<file path="src/rtl/burst_seq_pkg.sv">
package burst_seq_pkg;

    typedef enum logic [0:0] {
        ST_IDLE  = 1'b0,
        ST_BURST = 1'b1
    } bseq_state_e;

    typedef enum logic [1:0] {
        LD_NONE = 2'd0,
        LD_PROC = 2'd1,
        LD_CTRL = 2'd2
    } load_src_e;

endpackage

</file>
<file path="src/rtl/strobe_arbiter.sv">
module strobe_arbiter
    import burst_seq_pkg::*;
(
    input  logic      adsp_n,
    input  logic      adsc_n,
    input  logic      ce1_n,
    output load_src_e load_src
);

    logic proc_ok;
    logic ctrl_ok;

    // Processor strobe is only meaningful while the chip enable is asserted.
    assign proc_ok = !adsp_n && !ce1_n;
    assign ctrl_ok = !adsc_n;

    always_comb begin
        if (proc_ok) begin
            load_src = LD_PROC;
        end else if (ctrl_ok) begin
            load_src = LD_CTRL;
        end else begin
            load_src = LD_NONE;
        end
    end

endmodule

</file>
<file path="src/rtl/burst_fsm.sv">
module burst_fsm
    import burst_seq_pkg::*;
#(
    parameter int OFS_W = 2
) (
    input  logic             clk,
    input  logic             rst,
    input  load_src_e        load_src,
    input  logic             adv_n,
    input  logic [OFS_W-1:0] addr_lo,
    output bseq_state_e      state,
    output logic [OFS_W-1:0] start_ofs,
    output logic [OFS_W-1:0] beat
);

    localparam logic [OFS_W-1:0] BEAT_ONE  = OFS_W'(1);
    localparam logic [OFS_W-1:0] OFS_ZERO  = '0;

    bseq_state_e      state_nx;
    logic             do_load;
    logic             do_step;

    assign do_load = (load_src != LD_NONE);

    // State register
    always_ff @(posedge clk) begin
        if (rst) begin
            state <= ST_IDLE;
        end else begin
            state <= state_nx;
        end
    end

    // Next state and transition decode
    always_comb begin
        state_nx = state;
        do_step  = 1'b0;
        unique case (state)
            ST_IDLE: begin
                if (do_load) begin
                    state_nx = ST_BURST;          // T_OPEN
                end
            end
            ST_BURST: begin
                if (do_load) begin
                    state_nx = ST_BURST;          // T_RELOAD
                end else if (!adv_n) begin
                    do_step  = 1'b1;              // T_STEP
                end
            end
            default: state_nx = ST_IDLE;
        endcase
    end

    // Output registers: start offset and beat count
    always_ff @(posedge clk) begin
        if (rst) begin
            start_ofs <= OFS_ZERO;
            beat      <= OFS_ZERO;
        end else if (do_load) begin
            start_ofs <= addr_lo;
            beat      <= OFS_ZERO;
        end else if (do_step) begin
            beat      <= beat + BEAT_ONE;
        end
    end

endmodule

</file>
<file path="src/rtl/offset_map.sv">
module offset_map #(
    parameter int OFS_W = 2
) (
    input  logic [OFS_W-1:0] start_ofs,
    input  logic [OFS_W-1:0] beat,
    input  logic             interleave,
    output logic [OFS_W-1:0] ofs
);

    logic [OFS_W-1:0] lin_ofs;
    logic [OFS_W-1:0] xor_ofs;

    assign lin_ofs = start_ofs + beat;

    for (genvar b = 0; b < OFS_W; b++) begin : g_xor_bit
        assign xor_ofs[b] = start_ofs[b] ^ beat[b];
    end

    assign ofs = interleave ? xor_ofs : lin_ofs;

endmodule

</file>
<file path="src/rtl/burst_addr_seq.sv">
module burst_addr_seq
    import burst_seq_pkg::*;
#(
    parameter int OFS_W = 2
) (
    input  logic             clk,
    input  logic             rst,
    input  logic             adsp_n,
    input  logic             adsc_n,
    input  logic             ce1_n,
    input  logic             adv_n,
    input  logic             burst_order,
    input  logic [OFS_W-1:0] addr_lo,
    output logic [OFS_W-1:0] burst_ofs
);

    load_src_e        load_src;
    bseq_state_e      state;
    logic [OFS_W-1:0] start_ofs;
    logic [OFS_W-1:0] beat;

    strobe_arbiter u_arb (
        .adsp_n   (adsp_n),
        .adsc_n   (adsc_n),
        .ce1_n    (ce1_n),
        .load_src (load_src)
    );

    burst_fsm #(.OFS_W(OFS_W)) u_fsm (
        .clk       (clk),
        .rst       (rst),
        .load_src  (load_src),
        .adv_n     (adv_n),
        .addr_lo   (addr_lo),
        .state     (state),
        .start_ofs (start_ofs),
        .beat      (beat)
    );

    offset_map #(.OFS_W(OFS_W)) u_map (
        .start_ofs  (start_ofs),
        .beat       (beat),
        .interleave (burst_order),
        .ofs        (burst_ofs)
    );

endmodule

</file>
<file path="config.mk">
export PLATFORM = sky130hd
export DESIGN_NAME = burst_addr_seq
export DESIGN_NICKNAME = d
export VERILOG_FILES = /design/src/rtl/burst_seq_pkg.sv /design/src/rtl/strobe_arbiter.sv /design/src/rtl/burst_fsm.sv /design/src/rtl/offset_map.sv /design/src/rtl/burst_addr_seq.sv
export SDC_FILE = /design/constraint.sdc
export NUM_CORES = 1
export LEC_CHECK = 0
export BUFFER_PORTS_ARGS = -buffer_cell sky130_fd_sc_hd__buf_2
export CORE_AREA = 2 2 39 41
export CTS_CLUSTER_SIZE = 20
export DETAILED_ROUTE_END_ITERATION = 8
export DIE_AREA = 0 0 41 43
export PLACE_DENSITY_LB_ADDON = 0.05
export SLEW_MARGIN = 20
export SYNTH_ARGS = -nofsm -noshare
export SYNTH_HDL_FRONTEND = slang
export SYNTH_SLANG_ARGS = --single-unit
</file>
<file path="constraint.sdc">
create_clock -name clk -period 0.8 [get_ports clk]
set_clock_uncertainty 0.05 [all_clocks]
set_input_delay 0.04 -clock clk [delete_from_list [all_inputs] [get_ports clk]]
set_output_delay 0.04 -clock clk [all_outputs]
set_load 0.1 [all_outputs]
</file>
== Word level (Yosys, flattened, before mapping) ==
Cells that the tools add are included.

* Add/sub/neg operators: 2
* Reductions and logical operators: 5
* Muxes and demuxes: 8
* Bitwise operators: 3

{| class="wikitable"
|+ Operators with widths
! cell !! count
|-
| two-way mux 2 bit || 3
|-
| two-way mux 1 bit || 4
|-
| adder 2 x 1 -> 2 bit, second input constant || 1
|-
| adder 2 bit || 1
|-
| logical NOT 1 bit || 2
|-
| one-hot mux 1 bit (2 select lines) || 1
|-
| nonzero test 2 bit || 1
|-
| OR reduction 2 bit || 1
|-
| bitwise XOR 1 bit || 2
|-
| logical AND 1 bit || 1
|-
| inverter 1 bit || 1
|}

* Bits of input ports: 9
* Register bits: 5
* Output and inout bits: 2

== Logic depth before layout (Yosys ltp) ==
Gate-level depths: netlist of the first run.

* Depth after elaboration: 6
* Depth in mapped cells: 3

== By module ==
From an unflattened synthesis of the first run, not the netlist that was laid out.

* Cell total of the unflattened synthesis: 27
* Area total of the unflattened synthesis: 255.2 µm²

{| class="wikitable"
|+ Modules (own cells, without submodules)
! module !! cells an instance !! seq. area each (µm²) !! area an instance (µm²) !! instances
|-
| burst_fsm || 20 || 100.1 || 197.7 || 1
|-
| offset_map || 4 || 0.0 || 36.3 || 1
|-
| strobe_arbiter || 3 || 0.0 || 21.3 || 1
|}

== Least setup slack after synthesis of the first run ==
No wires, ideal clock.

* Path kind: register to output
* Start point: reg u_fsm.beat[0]
* End point: out burst_ofs[1]
* Data arrival time: 2164 ps
* Cell stages (with the launch flop): 4
* Path buffers: 0
* Data required time: 710 ps
* Setup slack: -1454 ps
* Cell sequence: dfxtp_1 ha_1 nor2b_1 xnor2_1

* Word-level cells in the longest chain between the ends: 2

{| class="wikitable"
|+ RTL lines
! what !! RTL line !! source
|-
| start: declaration || burst_fsm.sv:13 || <nowiki>output logic [OFS_W-1:0] beat</nowiki>
|-
| start signal: assignment || burst_fsm.sv:64 || <nowiki>beat <= beat + BEAT_ONE;</nowiki>
|-
| adder 2 bit || offset_map.sv:13 || <nowiki>assign lin_ofs = start_ofs + beat;</nowiki>
|-
| two-way mux 2 bit || offset_map.sv:19 || <nowiki>assign ofs = interleave ? xor_ofs : lin_ofs;</nowiki>
|-
| end: declaration || burst_addr_seq.sv:14 || <nowiki>output logic [OFS_W-1:0] burst_ofs</nowiki>
|}

No other way between the ends.

== Worst setup path in the final report of the first run ==
Ends and elaborated chain as after synthesis.

==> run summary, run 1 <==
The net switching share of the total power is 0.280. The die outline width is 41 um. The average cell area after synthesis is 10.2 um2. The first routing iteration left 0 violations. The final count of hold timing violations came out at 0. The Yosys step of the flow raised 0 warnings. The cell taking the most area after synthesis is sky130_fd_sc_hd__dfxtp_1. Including well taps, the total number of placed cells is 51.

VDD sags by at most 0.823 mV. The total power divided by cell area is 1630 nW/um2. The maximum number of pins on one net before global-route repair is 6. The number of DRC violations after detailed routing came out at 0.

The final instance count without filler cells came out at 58. The clock tree from TritonCTS is built. The total inserted antenna cells is 0.

The clock-pin slew on the worst setup and hold paths is 0.04 ns. The area share of the leading cell type in the synthesized netlist is 0.428. The number of sinks driven by the clock tree came out at 5.

Setup violations remaining at the end of the flow were counted as 4. The run finished, with violations left. The full die area is 1760 um2. The final worst setup slack came out at -0.503 ns. The share of total power dissipated in the clock network is 0.372.

The vias per cell came out at 3.78. Setup repair after global routing could not meet its margin everywhere. The floorplan die height is 43 um.

The CTS H-tree depth came out at 1. The clock insertion delay at the later pin of the skew report came out at 0.24 ns. In this run the count of I/O pins placed on the die edge is 11. The timing-limited maximum frequency came out at 768 MHz. The post-detailed-route count of antenna-violating nets is 0. The final routed wire length divided by cell count is 8.22 um.

The core box area came out at 1380 um2. The clock passes through at most 2 buffers. Of the total power, combinational logic draws 0.270. The final weighted congestion of routability-driven global placement came out at 0.623.

The aggregate global-route resource usage is 0.0675. The top fanout value on the critical path is 2. The class of the worst hold path is input pin to flip-flop.

The tool flagged a number of max-cap violations equal to 0. The worst path required time is 0.71 ns. The number of buffers created by CTS is 3. The post-route fraction of the period consumed by the critical path came out at 1.63. The arrival time of the worst setup path is 1.21 ns.

The worst setup path is launched from a flip-flop. The post-detailed-routing wire length is 477 um. For this design the total switching power over the nets is 0.000214 W. The detailed-routing iteration count for the pre-antenna-repair pass is 1. By startpoint and endpoint, the worst setup path is classified as flip-flop to primary output.

The total power consumption of the routed design came out at 0.000767 W. The final max-slew violation count came out at 0. The first global-routing pass estimated 752 um of wire. The fill cell instance count of the final layout is 155. After floorplanning, the core was divided into 14 placement rows. The final core utilization came out at 0.339. The register bit total from synthesis is 5. In the post-synthesis netlist, the biggest area contributors are sky130_fd_sc_hd__dfxtp_1 43%, sky130_fd_sc_hd__xnor2_1 11%, sky130_fd_sc_hd__mux2i_1 8.6%. The fraction of layout cells with a size suffix above 1 is 0.595.

The number of buffer cells added on primary ports came out at 10. Of the total power, registers draw 0.358. The initial core utilization came out at 0.169. The leftover overflow at the end of global routing came out at 0. The number of antenna violations at the first check in global routing is 0.

The area growth from synthesis to layout is 101%. Synthesis instantiated 12 different standard cells from the library. The root buffer cell chosen for the clock tree is sky130_fd_sc_hd__clkbuf_4. The via count of the first global-routing pass came out at 202. The post-synth design cell area came out at 234 um2. The transition time at the pin with the least slew margin is 0.253 ns. The total half-perimeter wirelength after legalization and detailed placement came out at 368 um. The checks that failed: negative setup slack. After technology mapping, the gate count stands at 23. The net count reported at finish is 53.

For this run, the register share of the synthesized area comes to 0.428. The static leakage came out at 0.206 nW. Detailed routing inserted a total of 219 vias.

The cell-internal power came out at 0.000552 W. The net count after synthesis is 33. The normalized max-slew margin came out at 0.831. The worst path in the final design needs a cycle of 1.30 ns, including I/O delays and setup. STA classifies the critical path endpoint as a primary output.
-- stage by stage --
step | TNS, ns | worst slack (ns) | instance area [um2] | hold WS [ns]
3_3_place_gp | -0.495 | -0.302 | 393 | 0.230
4_1_cts | -1.07 | -0.511 | 467 | 0.127
2_1_floorplan | -0.538 | -0.481 | 295 | 0.0599
6_report | -1.02 | -0.503 | 469 | 0.121
3_5_place_dp | -0.505 | -0.309 | 393 | 0.227
5_1_grt | -1.17 | -0.537 | 469 | 0.141
-- timing repair --
item	in CTS	in global routing
gates resized for setup	4	1
hold buffers	3	0
buffers inserted	1	0
hold endpoints to repair	5	0
pin swaps	3	3
cloned	0	0
setup endpoints to repair	4	5
-- placed cells by master, fill, tap and decap left out --
master                           netlist  routed
sky130_fd_sc_hd__buf_2                 0       8
sky130_fd_sc_hd__nor2_1                4       4
sky130_fd_sc_hd__clkbuf_4              0       3
sky130_fd_sc_hd__buf_4                 0       3
sky130_fd_sc_hd__dfxtp_2               0       3
sky130_fd_sc_hd__xnor2_2               0       2
sky130_fd_sc_hd__nor3_1                2       2
sky130_fd_sc_hd__mux2i_1               2       2
sky130_fd_sc_hd__dlygate4sd3_1         0       2
sky130_fd_sc_hd__buf_12                0       2
sky130_fd_sc_hd__dfxtp_1               5       2
sky130_fd_sc_hd__nor2b_4               0       1
sky130_fd_sc_hd__xnor2_4               0       1
sky130_fd_sc_hd__o21ai_4               1       1
sky130_fd_sc_hd__nand3b_1              1       1
sky130_fd_sc_hd__xor2_1                1       1
sky130_fd_sc_hd__and2b_1               1       1
sky130_fd_sc_hd__ha_4                  0       1
sky130_fd_sc_hd__clkbuf_1              1       1
sky130_fd_sc_hd__dlymetal6s4s_1        0       1
-- worst paths after layout --
kind | from | end | slack (ns) | depth (start not counted)
setup / recovery | u_fsm.beat[0] | burst_ofs[1] | -0.50 | 4
hold / removal | adsc_n | u_fsm.start_ofs[1] | 0.12 | 4
setup reg to reg | u_fsm.beat[0] | u_fsm.beat[1] | -0.15 | 4
hold reg to reg | u_fsm.state | u_fsm.state | 0.42 | 2
-- area by class of cell --
class | instances | area, um2 | share of cell area
Timing Repair Buffer | 16 | 135 | 0.288
Clock buffer | 4 | 26.3 | 0.0560
Multi-Input combinational cell | 17 | 184 | 0.392
Tap cell | 16 | 20.0 | 0.0427
Sequential cell | 5 | 104 | 0.221
-- routing by layer --
metal | vias up | GRT usage | share of wire
li1 | 115 | - | -
met1 | 97 | 0.0714 | 0.44
met2 | 7 | 0.0938 | 0.48
met3 | 0 | 0.0314 | 0.071
met4 | 0 | 0.0600 | 0
met5 | - | 0 | 0
-- logic make-up after synthesis --
| logic type | Yosys count | share of synthesized area |
|---|---|---|
| XOR/XNOR | 4 | 0.150 |
| buffers and inverters | 1 | 0.0160 |
| flip-flops | 5 | 0.428 |
| multiplexers | 2 | 0.0856 |
| adder cells (fa/ha/maj) | 1 | 0.0535 |
| AO/OA/AOI/OAI | 1 | 0.0695 |
| AND/OR/NAND/NOR | 9 | 0.198 |
-- state kept, by name, summed over array words and instances, names as in the netlist --
register / cells
u_fsm.start_ofs: 2
u_fsm.state: 1
u_fsm.beat: 2
-- worst max-delay path, stage by stage (launching register included) --
cell and delay [ns]:
sky130_fd_sc_hd__dfxtp_2 0.34, sky130_fd_sc_hd__ha_4 0.12, sky130_fd_sc_hd__nor2b_4 0.18, sky130_fd_sc_hd__xnor2_4 0.14, sky130_fd_sc_hd__buf_12 0.19
-- power groups by stage --
stage	Clock (W)	Sequential, W	Combinational, W
global route	0.000307	0.000275	0.000219
CTS	0.000299	0.000274	0.000209
floorplan	0	0.000275	0.000134
detailed placement	0	0.000276	0.000190
finish	0.000285	0.000275	0.000207
global placement	0	0.000276	0.000189
-- synth_stat cells --
master                     count
sky130_fd_sc_hd__and2b_1       1
sky130_fd_sc_hd__clkbuf_1      1
sky130_fd_sc_hd__ha_1          1
sky130_fd_sc_hd__nand3b_1      1
sky130_fd_sc_hd__dfxtp_1       5
sky130_fd_sc_hd__nor2_1        4
sky130_fd_sc_hd__o21ai_4       1
sky130_fd_sc_hd__nor2b_1       1
sky130_fd_sc_hd__nor3_1        2
sky130_fd_sc_hd__mux2i_1       2
sky130_fd_sc_hd__xor2_1        1
sky130_fd_sc_hd__xnor2_1       3
Power figures use the tool's default switching activity.
==> inputs of run 2 (changes only) <==
==> constraint.sdc (replaced) <==
create_clock -name clk -period 1.59 [get_ports clk]
set_clock_uncertainty 0.05 [all_clocks]
set_input_delay 0.0795 -clock clk [delete_from_list [all_inputs] [get_ports clk]]
set_output_delay 0.0795 -clock clk [all_outputs]
set_load 0.1 [all_outputs]
==> run 2 against run 1 <==
Net effect: critical path depth stayed put; non-clock buffer count shrank 6; the flow now finishes without violations; power is 54% lower; design area fell by 23%; critical path type unchanged; largest power group unchanged; worst hold slack got worse by 0.096 ns; cell count is 10% lower; sequential cell count is the same.
==> run summary, run 2 (same netlist as run 1, synthesis figures left out) <==
Setup repair after global routing left no endpoint under its margin. The number of buffers on the longest clock path came out at 2 (unchanged). The total half-perimeter wirelength after legalization and detailed placement is 380 um (+3.3%). The number of sinks driven by the clock tree is 5 (unchanged).

The full die area came out at 1760 um2 (unchanged). The element type at the critical path start is a flip-flop. The signal on the critical path passes through ha_1 -> nor2b_2 -> xnor2_4 -> buf_12. The floorplan die height came out at 43 um (unchanged). The top cell types in the final layout, fill and taps aside, are 9 x sky130_fd_sc_hd__buf_2, 5 x sky130_fd_sc_hd__dfxtp_1, 4 x sky130_fd_sc_hd__nor2_1, 3 x sky130_fd_sc_hd__clkbuf_4. The clock tree root driver cell is sky130_fd_sc_hd__clkbuf_4. The worst path required time came out at 1.46 ns (+0.75 ns).

Counting I/O delays and the setup requirement, the final critical path takes 1.44 ns. The total routed wire length on the met1 layer is 174 um (-18%). The final core utilization came out at 0.262 (-0.0769). The maximum number of pins on one net before global-route repair is 6 (unchanged). The transition time at the pin with the least slew margin was 0.484 ns (+0.231 ns). Routed signal wires occupy layers up through met3. In the final layout, the registers with the most flip-flops are u_fsm.beat (2), u_fsm.start_ofs (2), u_fsm.state (1).

The top-level I/O count came to 11 (unchanged). The number of DRC violations after detailed routing came out at 0 (unchanged). The final weighted congestion of routability-driven global placement came to 0.658 (+5.7%). The number of standard-cell rows in the floorplan came out at 14 (unchanged). The number of buffer cells added on primary ports is 10 (unchanged). The most common cell after layout, fill and taps aside is sky130_fd_sc_hd__buf_2. The final routed wire length divided by cell count was 8.23 um (about the same). The core box area came out at 1380 um2 (unchanged). The number of antenna violations at the first check in global routing is 0 (unchanged). The setup path with the least slack is of type flip-flop to primary output.

The final max-slew violation count is 0 (unchanged). The tightest min-delay check is of the input pin to flip-flop type. The total inserted antenna cells came out at 0 (unchanged).

The detailed-routing iteration count for the pre-antenna-repair pass came out at 1 (unchanged). The aggregate global-route resource usage is 0.0633 (-0.00416). The normalized max-slew margin is 0.680 (-0.151). The CTS H-tree depth is 1 (unchanged). STA classifies the critical path endpoint as a primary output. Timing would allow up to 693 MHz. The fraction of layout cells with a size suffix above 1 is 0.444 (-0.151). The area growth from synthesis to layout is 55.1%. The die outline width is 41 um (unchanged). The static leakage is 0.161 nW (-22%). Grouping stages by cell kind, the critical path spends the most delay in flip-flops. The initial core utilization is 0.169 (unchanged). The clock-pin slew on the worst setup and hold paths came out at 0.04 ns (about the same). The arrival time of the worst setup path is 1.31 ns (+0.10 ns). The worst stage delay on the critical path was 0.36 ns (+0.02 ns). The post-detailed-route count of antenna-violating nets came out at 0 (unchanged).

The worst vdd rail ir drop came out at 0.366 mV (-56%). The number of DRC markers after the initial detailed-route iteration came to 0 (unchanged). The clock insertion delay at the later pin of the skew report is 0.23 ns (about the same). The post-detailed-routing wire length came out at 428 um (-10%). The max capacitance violation total came to 0 (unchanged). The detailed-route via count is 190 (-13%).

The setup total negative slack came out at 0 ns (+1.02 ns). The slowest stage of the critical path belongs to the cell sky130_fd_sc_hd__dfxtp_1. The final count of negative-setup-slack endpoints came out at 0 (-4). The via count of the first global-routing pass is 189 (-6.4%).

The final count of hold timing violations is 0 (unchanged). The total met3 wirelength after detailed routing was 56 um (+65%). The run finished with clean final reports.

The top fanout value on the critical path is 3 (+1). The number of hold buffers added after cts is 0 (-3). The count of buffering cells on the critical path with inverters included came to 1 (unchanged). Dividing the final minimum period by the clock period gives 0.907. The leftover overflow at the end of global routing came to 0 (unchanged). The vias per cell is 3.65 (-3.2%).

The total power divided by cell area is 982 nW/um2 (-40%). The clock tree from TritonCTS is built. The wire length of the first global-routing pass is 703 um (-6.5%). The met2 routed wirelength came out at 197 um (-14%). The number of buffers created by CTS came out at 3 (unchanged).

The net count reported at finish came out at 47 (-11%).
-- run 2: metrics by stage --
stage	instance area (um2)	std cells	setup WS (ns)	hold slack [ns]	total power, W
after detailed placement	334	48	0.291	0.277	0.000218
after floorplan	253	23	0.0465	0.102	0.000193
after CTS	360	52	0.0318	0.0216	0.000367
after global placement	334	48	0.316	0.271	0.000219
after global routing	363	52	0.0470	0.0276	0.000380
final	363	52	0.148	0.0253	0.000356
-- run 2: area by class of cell --
type                       count  area [um2]
fill                         156        1020
clock buffer                   4        26.3
tap                           16        20.0
sequential                     5         100
multi-input combinational     17         151
timing repair buffer          10        65.1
-- run 2: per-layer routing --
metal / track usage / up-vias
met5: 0 / -
met4: 0.0400 / 0
met3: 0.0524 / 0
met2: 0.0781 / 9
met1: 0.0710 / 78
li1: - / 103
-- run 2: worst paths after layout --
kind                      start                  to  slack, ns  cells after the start
min                  addr_lo[1]  u_fsm.start_ofs[1]       0.03                      3
max reg2reg       u_fsm.beat[0]       u_fsm.beat[1]       0.74                      3
min reg2reg  u_fsm.start_ofs[0]  u_fsm.start_ofs[0]       0.45                      2
max               u_fsm.beat[0]        burst_ofs[1]       0.15                      4
-- run 2: repair_timing --
item / 4_1_cts / 5_1_grt
gates resized for setup: 0 / 1
setup endpoints to repair: 0 / 1
buffers inserted: 0 / 0
-- run 2: where the power goes --
group,total (W),leakage (nW),internal [W],switching (W)
combinational,0.0000793,0.105,0.0000299,0.0000494
clock,0.000141,0.0150,0.0000945,0.0000464
sequential,0.000136,0.0411,0.000132,0.00000410
-- run 2: worst reg2reg max path, cell delays in order (launching register included) --
cell,delay (ns)
sky130_fd_sc_hd__dfxtp_1,0.36
sky130_fd_sc_hd__nand3b_1,0.10
sky130_fd_sc_hd__xor2_1,0.14
sky130_fd_sc_hd__nor3_1,0.12
